### config.mk
export PLATFORM = sky130hd
export DESIGN_NAME = pixel_count_shift
export DESIGN_NICKNAME = d
export VERILOG_FILES = /design/src/rtl/pix_cnt_pkg.sv /design/src/rtl/pix_hit_qual.sv /design/src/rtl/pix_phase_dec.sv /design/src/rtl/pix_stage_bank.sv /design/src/rtl/pixel_count_shift.sv
export SDC_FILE = /design/constraint.sdc
export NUM_CORES = 1
export LEC_CHECK = 0
export BUFFER_PORTS_ARGS = -buffer_cell sky130_fd_sc_hd__buf_4
export CAP_MARGIN = 5
export CORE_MARGIN = 1
export CORE_UTILIZATION = 30
export CTS_CLUSTER_DIAMETER = 150
export DETAILED_ROUTE_END_ITERATION = 8
export PLACE_DENSITY = 0.47
export SYNTH_ARGS = -nofsm -noshare
export SYNTH_HDL_FRONTEND = slang
export SYNTH_SLANG_ARGS = --single-unit
### constraint.sdc
create_clock -name clk -period 3.54 [get_ports clk]
set_input_delay 1.062 -clock clk [delete_from_list [all_inputs] [get_ports clk]]
set_output_delay 1.062 -clock clk [all_outputs]
set_load 0.02 [all_outputs]
### src/rtl/pix_cnt_pkg.sv
package pix_cnt_pkg;

    localparam int unsigned DEF_CNT_W = 12;

    typedef enum logic [1:0] {
        PH_IDLE     = 2'd0,
        PH_CAPTURE  = 2'd1,
        PH_ADVANCE  = 2'd2,
        PH_CONFLICT = 2'd3
    } phase_act_e;

endpackage

### src/rtl/pix_hit_qual.sv
module pix_hit_qual (
    input  logic clk,
    input  logic rst_n,
    input  logic hit,
    input  logic enable,
    output logic hit_pulse
);

    typedef struct packed {
        logic prev;
    } qual_st_t;

    qual_st_t st_d, st_q;

    always_comb begin
        st_d      = st_q;
        st_d.prev = hit;
        hit_pulse = enable & hit & ~st_q.prev;
    end

    always_ff @(posedge clk) begin
        if (!rst_n) st_q <= '0;
        else        st_q <= st_d;
    end

endmodule

### src/rtl/pix_phase_dec.sv
module pix_phase_dec
    import pix_cnt_pkg::*;
(
    input  logic       shift_mode,
    input  logic       phi1,
    input  logic       phi2,
    output phase_act_e action
);

    always_comb begin
        action = PH_IDLE;
        if (shift_mode) begin
            unique case ({phi1, phi2})
                2'b11:   action = PH_CONFLICT;
                2'b10:   action = PH_CAPTURE;
                2'b01:   action = PH_ADVANCE;
                default: action = PH_IDLE;
            endcase
        end
    end

endmodule

### src/rtl/pix_stage_bank.sv
module pix_stage_bank
    import pix_cnt_pkg::*;
#(
    parameter int unsigned W = DEF_CNT_W
) (
    input  logic         clk,
    input  logic         rst_n,
    input  logic         clear,
    input  logic         inc,
    input  phase_act_e   action,
    input  logic         ser_in,
    output logic [W-1:0] cnt,
    output logic [W-1:0] slv,
    output logic         sin_held
);

    typedef struct packed {
        logic [W-1:0] cnt;
        logic [W-1:0] slv;
        logic         sin;
    } bank_st_t;

    bank_st_t st_d, st_q;

    always_comb begin
        st_d = st_q;
        if (clear) begin
            st_d = '0;
        end else begin
            unique case (action)
                PH_CAPTURE: begin
                    st_d.slv = st_q.cnt;
                    st_d.sin = ser_in;
                end
                PH_ADVANCE: begin
                    st_d.cnt = {st_q.slv[W-2:0], st_q.sin};
                end
                PH_CONFLICT: begin
                    st_d = st_q;
                end
                default: begin
                    if (inc) st_d.cnt = st_q.cnt + 1'b1;
                end
            endcase
        end
    end

    always_ff @(posedge clk) begin
        if (!rst_n) st_q <= '0;
        else        st_q <= st_d;
    end

    assign cnt      = st_q.cnt;
    assign slv      = st_q.slv;
    assign sin_held = st_q.sin;

endmodule

### src/rtl/pixel_count_shift.sv
module pixel_count_shift
    import pix_cnt_pkg::*;
#(
    parameter int unsigned CNT_W = DEF_CNT_W
) (
    input  logic clk,
    input  logic rst_n,
    input  logic clear,
    input  logic shift_mode,
    input  logic hit,
    input  logic phi1,
    input  logic phi2,
    input  logic ser_in,
    output logic ser_out
);

    localparam int unsigned MSB = CNT_W - 1;

    logic             hit_pulse;
    phase_act_e       action;
    logic [CNT_W-1:0] cnt_q;
    logic [CNT_W-1:0] slave_q;
    logic             sin_q;

    // Hits reach the counter only in count mode (count switch).
    pix_hit_qual u_qual (
        .clk       (clk),
        .rst_n     (rst_n),
        .hit       (hit),
        .enable    (~shift_mode),
        .hit_pulse (hit_pulse)
    );

    pix_phase_dec u_dec (
        .shift_mode (shift_mode),
        .phi1       (phi1),
        .phi2       (phi2),
        .action     (action)
    );

    pix_stage_bank #(.W(CNT_W)) u_bank (
        .clk      (clk),
        .rst_n    (rst_n),
        .clear    (clear),
        .inc      (hit_pulse),
        .action   (action),
        .ser_in   (ser_in),
        .cnt      (cnt_q),
        .slv      (slave_q),
        .sin_held (sin_q)
    );

    assign ser_out = cnt_q[MSB];

endmodule

=== Yosys cells after proc, flatten, opt, wreduce, memory -nomap -nowiden ===
Index checks and enable logic that the tools add are counted.
Widths: inputs -> output; s select.

* Bits of input ports: 8
* Output and inout port bits: 1
* Word-level logic and storage cells: 25
* Flip-flop bits (word level): 25

* Eq/ne operators: 6
* Reduce and logical (&&, ||, !) cells: 4
* Muxes and demuxes: 4
* Bitwise logic cells: 6
* Add/subtract/negate cells: 1

{| class="wikitable"
|+ Operators by type and width
! operator !! number
|-
| $pmux 12 s2 || 1
|-
| $add 12x1->12 const B || 1
|-
| $mux 12 || 1
|-
| $eq 2x2->1 const B || 4
|-
| $pmux 2 s3 || 1
|-
| $eq 2x1->1 const B || 2
|-
| $not 1->1 || 4
|-
| $reduce_or 2->1 || 2
|-
| $and 1x1->1 || 2
|-
| $mux 2 || 1
|-
| $reduce_and 2->1 || 1
|-
| $reduce_bool 2->1 || 1
|}

=== Logic depth before layout (Yosys ltp) ===
Gate-level depths: netlist of the first run.

* Word-level depth: 7
* Mapped depth: 5
* Gate-level depth less buffers: 5

=== Modules after synthesis ===
From an unflattened synthesis of the first run, not the netlist that was laid out.

* Cells, all modules: 150
* Area total of the unflattened synthesis: 1,213.7 µm²

{| class="wikitable"
|+ By module, submodules not included
! module !! area an instance (µm²) !! seq. area each (µm²) !! times used !! cells each
|-
| pix_stage_bank || 1,162.4 || 500.5 || 1 || 144
|-
| pix_hit_qual || 35.0 || 20.0 || 1 || 3
|-
| pix_phase_dec || 12.5 || 0.0 || 1 || 2
|-
| pixel_count_shift || 3.8 || 0.0 || 1 || 1
|}

=== Least setup slack after synthesis of the first run ===
OpenSTA, ideal clock, no wires.

* Path type: input to register
* From: input shift_mode
* To: register u_bank.st_q, in the netlist u_bank.cnt[9]
* Buffers on the path: 0
* Setup slack: 1.458 ns
* Stages on the path: 4
* Data arrival time: 1.949 ns
* Data required time: 3.407 ns
* Setup time: 0.133 ns
* Cell sequence: or3b_4 nor4_4 xnor2_1 a21oi_1

* Longest elaborated chain between the ends: 5
* Elaborated cells between the ends (all ways): 12
* Classes of those cells: 3 x eq/ne; 2 x mux; 4 x bitwise; 3 x reduce/logical

{| class="wikitable"
|+ Ends and longest elaborated chain
! what !! RTL line !! RTL
|-
| from (decl) || pixel_count_shift.sv:9 || <nowiki>input logic shift_mode,</nowiki>
|-
| $mux 2 or $not 1->1 (tied branches) || pix_phase_dec.sv:12, pixel_count_shift.sv:30 ||
|-
| $eq 2x1->1, or another cell as far along || pix_stage_bank.sv:30 || <nowiki>unique case (action)</nowiki>
|-
| $reduce_or 2->1 (no line) or $and 1x1->1 (tied branches) || - ||
|-
| $not 1->1 (no line) or $reduce_bool 2->1 (tied branches) || - ||
|-
| $reduce_and 2->1 (no line) || - ||
|-
| to (signal assigned) || pix_stage_bank.sv:50 || <nowiki>else st_q <= st_d;</nowiki>
|-
| to (decl) || pix_stage_bank.sv:23 || <nowiki>bank_st_t st_d, st_q;</nowiki>
|}

Several ways; a longest one is shown, not always the timed one.
A chain may end at the register's enable or synchronous reset.

=== Worst setup path after layout of the first run ===
* From: input phi1
* To: register u_bank.st_q, in the netlist u_bank.cnt[10]

* Longest elaborated chain between the ends: 7
* Elaborated cells between the ends (all ways): 13
* Classes of those cells: 6 x eq/ne; 3 x mux; 1 x bitwise; 3 x reduce/logical

{| class="wikitable"
|+ Ends and longest elaborated chain
! what !! RTL line !! RTL
|-
| from (decl) || pixel_count_shift.sv:11 || <nowiki>input logic phi1,</nowiki>
|-
| $eq 2x1->1 or $eq 2x2->1 (tied branches) || pix_phase_dec.sv:13 || <nowiki>unique case ({phi1, phi2})</nowiki>
|-
| $pmux 2 s3 (*) || pix_phase_dec.sv:13 ||
|-
| $mux 2 (*) || pix_phase_dec.sv:12 || <nowiki>if (shift_mode) begin</nowiki>
|-
| $eq 2x1->1 or $eq 2x2->1 (tied branches) || pix_stage_bank.sv:30 ||
|-
| $reduce_or 2->1 (no line) || - ||
|-
| $not 1->1 (no line) || - ||
|-
| $reduce_and 2->1 (no line) || - ||
|}

Mark *: on every way between the ends. The rest lies on a longest branch, timed or not.

==> flow_metrics.py, run 1 <==
metrics = {
    "worst_setup_path": {
        "r2r_end": "u_bank.cnt[8]",
        "r2r_cells": 5,
        "critical_path_class": "in2reg",
        "arrival_ns": 2.32,
        "crit_fanout": 24,
        "required_ns": 3.66,
        "reg2reg_setup_slack_ns": 1.98,
        "r2r_start": "u_bank.cnt[0]",
        "crit_path_start_kind": "input port",
        "endpoint_kind": "flop",
    },
    "finish": {
        "fin_area_um2": 1255,
        "regArea_um2": 500.5,
        "layout-drive-gt1-share_pct": 12.80,
        "nNetsFinal": 135,
        "multi_input_comb_area_um2": 588.1,
        "nFillCells": 362,
        "area_delta_synth_final_pct": 13.21,
        "diodes": 0,
    },
    "synth": {
        "synth.distinct_cells": 27,
        "synth-edff-count": 0,
        "synth.area.top_cells": "dfxtp_1 (45%), mux2i_1 (9.9%), xnor2_1 (6.3%)",
        "synthDominantCellAreaShare_pct": 45.15,
        "synth_top_cells_by_count": "dfxtp_1 (25), nor2_1 (17), mux2i_1 (11)",
        "ys.flop_type": "dfxtp_1",
        "yosys.area.top_type": "dfxtp_1",
        "synthCells": 117,
        "syn_nets": 126,
        "yosys_register_bits": 25,
        "synthesis.area_um2": 1109,
        "synth_warnings": 0,
        "synthMostInstantiatedCell": "dfxtp_1",
        "async_reset_ff_share_pct": 0,
        "yosysSeqAreaShare_pct": 45.15,
        "syn_avg_cell_area_um2": 9.475,
    },
    "clocking": {
        "ctsLongestPathBuffers": 2,
        "post_cts_buffers": 0,
        "htree_levels": 1,
        "cts_hold_buf": 0,
        "post_cts_resized": 0,
        "path_clk_slew_ns": 0.09,
        "cts.sinks": 25,
        "cts_buffers": 3,
        "worstSkewPairLatency_ns": 0.27,
        "cts_tree": "done",
        "cts_root_buf": "clkbuf_8",
    },
    "global_route": {
        "grt_pass1_wl_mm": 3.767,
        "grt_pass1_vias": 763,
        "antenna_found_initial": 0,
        "grtUsageTotal_pct": 12.44,
        "overflow": 0,
        "grt_max_degree": 25,
    },
    "floorplanning": {
        "initial_core_util_pct": 32.21,
        "rows": 21,
        "die_h_um": 62.79,
        "design.core.area_um2": 3442,
        "io_pins": 9,
        "die_w_um": 62.79,
        "die_area_um2": 3943,
    },
    "sta": {
        "min_period_over_period_pct": 61.91,
        "finClkSkew_ns": 0.004928,
        "worstMarginPinSlew_ns": 0.8612,
        "clock.fmax_mhz": 456.3,
        "slew_headroom_pct": 42.42,
        "fin_setup_tns_ns": 0,
        "maxSlewViolCount": 0,
        "worst_slack_ns": 1.348,
        "setup_viol": 0,
        "min_period_ns": 2.192,
        "hold_violations": 0,
        "rsz0062_at_grt": "false",
    },
    "drt": {
        "dr_wl_met3_um": 110,
        "antenna_left": 0,
        "drt-total-wl_mm": 2.243,
        "drc": 0,
        "dr.pass1.iters": 4,
        "wl_met2_um": 979,
        "m1WireLength_mm": 1.121,
        "routedWlPerCell_um": 13.12,
        "highest-signal-layer": "met4",
        "via_count": 849,
        "vias_per_cell": 4.965,
        "first_iter_violations": 22,
    },
    "power_and_ir_drop": {
        "ir_drop_mv": 0.2300,
        "p_per_area_nw_per_um2": 395.8,
        "p_leak_uw": 0.0004714,
        "power.total_uw": 496.7,
    },
    "worst_hold_path": {
        "min_path_type": "reg2reg",
        "hold_end": "u_bank.slv[4]",
        "min_from": "u_bank.slv[4]",
        "min_path_cells": 2,
    },
    "outcome": {
        "outcome": "complete, no violations",
    },
    "place": {
        "dpl_cell_area_um2": 1210,
        "gp_congestion": 0.7963,
        "dp_hpwl_mm": 1.531,
        "port-buffer-count": 8,
        "dp_slack_ns": 1.101,
    },
    "run": {
        "max-cap-violations": 0,
    },
}
state kept, by name (all words and copies together) (netlist names):
register	flops
u_qual.st_q	1
u_bank.cnt	12
u_bank.slv	11
u_bank.sin_held	1
area by class of cell:
type                            instances  area share (%)
Multi-Input combinational cell         87           46.86
Clock buffer                            4           3.589
Sequential cell                        25           39.88
Inverter                                1          0.2991
Timing Repair Buffer                    8           4.786
Tap cell                               46           4.586
stage by stage:
| step | hold WS [ns] | util, % | instances |
|---|---|---|---|
| 6_report | 0.4940 | 36.46 | 171 |
| 5_1_grt | 0.5202 | 36.46 | 171 |
| 4_1_cts | 0.4994 | 36.46 | 171 |
| 3_5_place_dp | 0.4782 | 35.15 | 167 |
| 3_3_place_gp | 0.4600 | 35.15 | 167 |
| 2_1_floorplan | 0.4491 | - | 117 |
layer usage:
layer	track usage [%]	vias up
met4	4.360	0
met1	16.85	393
li1	-	433
met5	0	-
met3	4.197	5
met2	18.21	18
power by group:
group,leakage [uW],internal (uW),switching (uW)
clock,0.0000228,80.6,90.4
combinational,0.000246,15.9,19.4
sequential,0.000202,285,5.27
worst max-delay path, stage by stage:
cell and delay [ns]:
buf_4 0.11, nand3b_1 0.66, o21ai_0 0.41, a21oi_1 0.07
kinds of logic (layout without fill, tap and decap cells):
logic type      after synthesis  after routing  synth area share [%]
simple gates                 42             42                 22.57
flops                        25             25                 45.15
compound gates               22             22                 10.72
xor+xnor                     11             11                 8.691
mux                          11             11                 9.933
buf+inv                       5             13                 1.805
fa+ha+maj                     1              1                 1.128
placed cells by master, fill, tap and decap left out, types with 3 or more instances in the layout:
cell,Yosys,layout
clkbuf_8,0,3
nor2_1,17,17
nand2_1,4,4
xnor2_1,8,8
buf_4,0,8
xor2_1,3,3
a21oi_1,10,10
o21ai_0,9,9
nor3_1,3,3
mux2i_1,11,11
nand3_1,3,3
nand4_1,3,3
dfxtp_1,25,25
worst max path at each step:
stage                from  slack (ns)  cells past startpoint        endpoint
5_1_grt              phi1        1.14                      4   u_bank.cnt[8]
3_5_place_dp         phi1        1.10                      4   u_bank.cnt[9]
6_report             phi1        1.35                      4  u_bank.cnt[10]
3_3_place_gp         phi1        1.11                      4  u_bank.cnt[10]
2_1_floorplan  shift_mode        1.46                      4   u_bank.cnt[9]
4_1_cts              phi1        1.39                      4  u_bank.cnt[10]
Power figures use the tool's default switching activity.
==> inputs of run 2 (changes only) <==
==> constraint.sdc (replaced) <==
create_clock -name clk -period 2.2 [get_ports clk]
set_input_delay 0.66 -clock clk [delete_from_list [all_inputs] [get_ports clk]]
set_output_delay 0.66 -clock clk [all_outputs]
set_load 0.02 [all_outputs]
==> run 2 against run 1 <==
  * Critical path depth up 1
  * Clock power up 57%
  * Worst hold slack worse by 0.0034 ns
  * Clock-buffer cell count down 1
  * Wire length up 2.3%
  * Via count up 4.0%
  * Sequential power up 61%
  * Non-clock buffer count up 4
  * Register-to-register slack worse by 1.3 ns
  * Final cell count up 2.3%
  * Critical path type unchanged
==> flow_metrics.py, run 2 (synthesis gave the netlist of run 1 again) <==
metrics = {
    "finish": {
        "final_common_cell": "dfxtp_1",
        "diodes": 0,
        "nFillCells": 357,
        "area_delta_synth_final_pct": 16.03,
        "layout-drive-gt1-share_pct": 16.28,
        "largest_reg_flops": 12,
        "nNetsFinal": 139,
        "layout_common_cells": "dfxtp_1 (25), nor2_1 (17), buf_4 (12)",
    },
    "drt": {
        "routedWlPerCell_um": 13.11,
        "drt-total-wl_mm": 2.294,
        "first_iter_violations": 35,
        "dr.pass1.iters": 4,
        "antenna_left": 0,
        "vias_per_cell": 5.046,
        "via_count": 883,
        "drc": 0,
    },
    "worst_setup_path": {
        "endpoint_kind": "flop",
        "crit_path_start_kind": "input port",
        "path_cells": "buf_4, or3b_4, nor4_2, xnor2_1, a21oi_1",
        "required_ns": 2.35,
        "critical_path_class": "in2reg",
        "cp_slowest_cell": "or3b_4",
        "slowest_delay_ns": 0.44,
        "arrival_ns": 1.77,
        "crit_fanout": 5,
    },
    "global_route": {
        "overflow": 0,
        "grt_pass1_wl_mm": 4.002,
        "grt_max_degree": 25,
        "grt_pass1_vias": 848,
        "antenna_found_initial": 0,
        "grtUsageTotal_pct": 13.05,
    },
    "place": {
        "dp_hpwl_mm": 1.567,
        "port-buffer-count": 8,
        "dp_slack_ns": 0.2706,
        "gp_congestion": 0.7083,
    },
    "power_and_ir_drop": {
        "ir_drop_mv": 0.4411,
        "switchingPower_uw": 182.1,
        "comb_power_share_pct": 7.6,
        "internal_power_uw": 614.2,
        "p_leak_uw": 0.0004923,
        "p_per_area_nw_per_um2": 619.0,
        "netSwitchingFraction_pct": 22.87,
        "p_seq_share_pct": 58.7,
        "clkPwrFrac_pct": 33.7,
    },
    "clocking": {
        "cts.sinks": 25,
        "post_cts_resized": 0,
        "cts_hold_buf": 0,
        "worstSkewPairLatency_ns": 0.27,
        "ctsLongestPathBuffers": 2,
        "cts_buffers": 3,
        "post_cts_buffers": 0,
        "cts_tree": "done",
        "htree_levels": 1,
        "path_clk_slew_ns": 0.09,
        "cts_root_buf": "clkbuf_8",
    },
    "floorplanning": {
        "design.core.area_um2": 3442,
        "die_w_um": 62.79,
        "die_h_um": 62.79,
        "io_pins": 9,
        "rows": 21,
        "initial_core_util_pct": 32.21,
        "die_area_um2": 3943,
    },
    "sta": {
        "finClkSkew_ns": 0.003085,
        "worstMarginPinSlew_ns": 0.6530,
        "slew_headroom_pct": 56.47,
        "min_period_over_period_pct": 73.46,
        "maxSlewViolCount": 0,
        "clock.fmax_mhz": 618.8,
        "min_period_ns": 1.616,
        "fin_setup_tns_ns": 0,
        "setup_viol": 0,
        "hold_violations": 0,
        "rsz0062_at_grt": "false",
        "worst_slack_ns": 0.5839,
    },
    "run": {
        "max-cap-violations": 0,
    },
    "outcome": {
        "outcome": "complete, no violations",
    },
    "worst_hold_path": {
        "min_path_type": "reg2reg",
    },
}
[run 2: cell count changes in the layout (fill, tap and decap cells not counted)]
cell	delta
clkinv_2	+1
clkbuf_1	-1
buf_4	+4
[run 2: cell type report]
cell class                      count  area (um2)  share of cell area [%]
Clock buffer                        3       41.29                   3.210
Clock inverter                      1       5.005                  0.3891
Inverter                            1       3.754                  0.2918
Multi-Input combinational cell     87       588.1                   45.72
Sequential cell                    25       500.5                   38.91
Tap cell                           46       57.56                   4.475
Timing Repair Buffer               12       90.09                   7.004
[run 2: per-layer routing]
metal	share of wire, %	GRT usage, %	wire length [um]	up-vias
met5	0	0	0	-
met4	1.4	4.360	33	0
met3	3.9	3.650	89	2
met2	45	21.06	1034	19
met1	50	16.61	1136	424
li1	-	-	-	438
[run 2: worst paths after layout]
check	cells after the start	from	slack [ns]	to
min reg2reg	2	u_bank.slv[6]	0.49	u_bank.slv[6]
min	2	u_bank.slv[6]	0.49	u_bank.slv[6]
max	5	shift_mode	0.58	u_bank.cnt[11]
max reg2reg	5	u_bank.cnt[0]	0.67	u_bank.cnt[10]
[run 2: power by group through the flow]
| stage | clock, uW | combinational [uW] | sequential [uW] |
|---|---|---|---|
| 3_3_place_gp | 0 | 60.6 | 478 |
| 5_1_grt | 294 | 66.7 | 469 |
| 6_report | 268 | 60.7 | 467 |
| 3_5_place_dp | 0 | 60.8 | 478 |
| 4_1_cts | 283 | 61.4 | 467 |
| 2_1_floorplan | 0 | 36.2 | 476 |
[run 2: per-stage QoR]
step | cell area, um2 | power (uW) | hold WS (ns) | utilization, % | instances
after global routing | 1286 | 829.5 | 0.5179 | 37.37 | 175
after detailed placement | 1240 | 538.7 | 0.4742 | 36.02 | 171
after CTS | 1286 | 812.2 | 0.4949 | 37.37 | 175
after floorplan | 1109 | 512.4 | 0.4491 | - | 117
final | 1286 | 796.2 | 0.4907 | 37.37 | 175
after global placement | 1240 | 538.6 | 0.4640 | 36.02 | 171
[run 2: critical path, delay by kind of cell]
kind	cells	cell delay [ns]
buffers and inverters	1	0.13
AO/OA/AOI/OAI	1	0.09
XOR/XNOR	1	0.16
AND/OR/NAND/NOR	2	0.74
==> inputs of run 3 (changes only) <==
==> constraint.sdc (replaced) <==
create_clock -name clk -period 1.5 [get_ports clk]
set_input_delay 0.45 -clock clk [delete_from_list [all_inputs] [get_ports clk]]
set_output_delay 0.45 -clock clk [all_outputs]
set_load 0.02 [all_outputs]
==> run 3 against run 2 <==
  * Global-route usage increased by 0.057 points
  * Final cell count rose by 5.1%
  * Non-clock buffer count increased by 9
  * Wire length grew 3.6%
  * First-iteration DRC count down 26%
  * Combinational power grew 83%
  * Via count is 0.11% lower
  * Clock skew is 0.0021 ns higher
  * Clock power increased by 49%
  * Sequential share of layout area fell by 2.5 points
  * Critical path depth is 1 lower
  * Largest power group unchanged
  * Critical endpoint unchanged
  * Flip-flop and latch count stayed put
==> flow_metrics.py, run 3 (synthesis gave the netlist of run 1 again) <==
metrics = {
    "sta": {
        "whs_ns": 0.4042,
        "finClkSkew_ns": 0.005231,
        "min_period_ns": 1.393,
        "worst_slack_ns": 0.1066,
        "hold_violations": 0,
        "clock.fmax_mhz": 717.7,
        "worstMarginPinSlew_ns": 0.2867,
        "rsz0062_at_grt": "false",
        "slew_headroom_pct": 80.73,
        "setup_viol": 0,
        "maxSlewViolCount": 0,
        "min_period_over_period_pct": 92.89,
    },
    "finish": {
        "largest_reg_flops": 12,
        "layout_common_cells": "dfxtp_1 (25), buf_4 (20), nor2_1 (17)",
        "diodes": 0,
        "area_delta_synth_final_pct": 24.15,
        "fin_area_um2": 1376,
        "layout-drive-gt1-share_pct": 23.19,
        "nNetsFinal": 148,
        "nFillCells": 356,
        "final_common_cell": "dfxtp_1",
        "final_cell_count_no_fill": 184,
    },
    "worst_setup_path": {
        "worst-path-buf-inv": 0,
        "arrival_ns": 1.56,
        "slowest_delay_ns": 0.43,
        "endpoint_kind": "flop",
        "critical_path_class": "reg2reg",
        "crit_path_start_kind": "flop",
        "cp_slowest_cell": "or3b_4",
        "required_ns": 1.66,
        "crit_fanout": 5,
        "path_cells": "or3b_4, nor4_2, xnor2_1, a21oi_1",
        "cpLargestDelayFamily": "simple AND/OR/NAND/NOR gates",
    },
    "outcome": {
        "outcome": "complete, no violations",
    },
    "clocking": {
        "post_cts_resized": 0,
        "cts_buffers": 3,
        "htree_levels": 1,
        "cts_tree": "done",
        "ctsLongestPathBuffers": 2,
        "cts_hold_buf": 0,
        "cts.sinks": 25,
        "path_clk_slew_ns": 0.09,
        "cts_root_buf": "clkbuf_8",
        "post_cts_buffers": 0,
        "worstSkewPairLatency_ns": 0.27,
    },
    "drt": {
        "routedWlPerCell_um": 12.92,
        "drt-total-wl_mm": 2.377,
        "vias_per_cell": 4.793,
        "first_iter_violations": 26,
        "dr.pass1.iters": 6,
        "drc": 0,
        "antenna_left": 0,
        "via_count": 882,
    },
    "power_and_ir_drop": {
        "p_leak_uw": 0.0005451,
        "p_per_area_nw_per_um2": 866.4,
        "ir_drop_mv": 0.4088,
    },
    "place": {
        "port-buffer-count": 8,
        "dp_slack_ns": -0.1907,
        "gp_congestion": 0.7530,
        "placed_cells": 180,
        "dpl_cell_area_um2": 1320,
        "dp_hpwl_mm": 1.684,
    },
    "floorplanning": {
        "die_h_um": 62.79,
        "rows": 21,
        "initial_core_util_pct": 32.21,
        "die_area_um2": 3943,
        "design.core.area_um2": 3442,
        "die_w_um": 62.79,
        "io_pins": 9,
    },
    "global_route": {
        "grt_pass1_wl_mm": 4.043,
        "antenna_found_initial": 0,
        "grt_max_degree": 25,
        "overflow": 0,
        "grtUsageTotal_pct": 13.10,
        "grt_pass1_vias": 863,
    },
    "run": {
        "max-cap-violations": 0,
    },
    "worst_hold_path": {
        "min_path_type": "in2reg",
    },
}
[run 3: path summary, 6_finish.rpt]
check	start	depth (start not counted)	endpoint	slack (ns)
worst min-delay path	rst_n	2	u_qual.st_q	0.40
worst max-delay path	u_qual.st_q	4	u_bank.cnt[11]	0.11
worst max register to register	u_qual.st_q	4	u_bank.cnt[11]	0.11
worst min register to register	u_bank.slv[3]	2	u_bank.slv[3]	0.49
[run 3: report_power, final]
part	switching [uW]	internal [uW]	leakage, uW
Sequential	8.31	673	0.000202
Clock	214	186	0.0000255
Combinational	54.9	56.1	0.000317
Total	278	915	0.000545
[run 3: cell type report]
| cell class | instances | area [um2] | share of cell area (%) |
|---|---|---|---|
| multi-input combinational | 87 | 598.1 | 43.45 |
| timing repair buffer | 21 | 170.2 | 12.36 |
| clock inverter | 1 | 5.005 | 0.3636 |
| clock buffer | 3 | 41.29 | 3.000 |
| tap | 46 | 57.56 | 4.182 |
| sequential | 25 | 500.5 | 36.36 |
| inverter | 1 | 3.754 | 0.2727 |
[run 3: worst reg2reg max path, cell delays in order (launching register included)]
cell and delay [ns]:
dfxtp_1 0.33, or3b_4 0.43, nor4_2 0.30, xnor2_1 0.16, a21oi_1 0.08
[run 3: layer usage]
| layer | vias up | track usage [%] | share of wire [%] |
|---|---|---|---|
| met5 | - | 0 | 0 |
| li1 | 454 | - | - |
| met3 | 0 | 1.825 | 2.3 |
| met2 | 13 | 19.84 | 47 |
| met1 | 415 | 18.21 | 51 |
| met4 | 0 | 6.105 | 0 |
[run 3: stage by stage]
step	TNS [ns]	power [uW]	util, %
after floorplan	0	751.5	-
after global placement	-0.9387	806.6	38.35
after detailed placement	-0.9015	807.3	38.35
after CTS	0	1212	39.69
after global routing	0	1250	39.99
final	0	1192	39.99
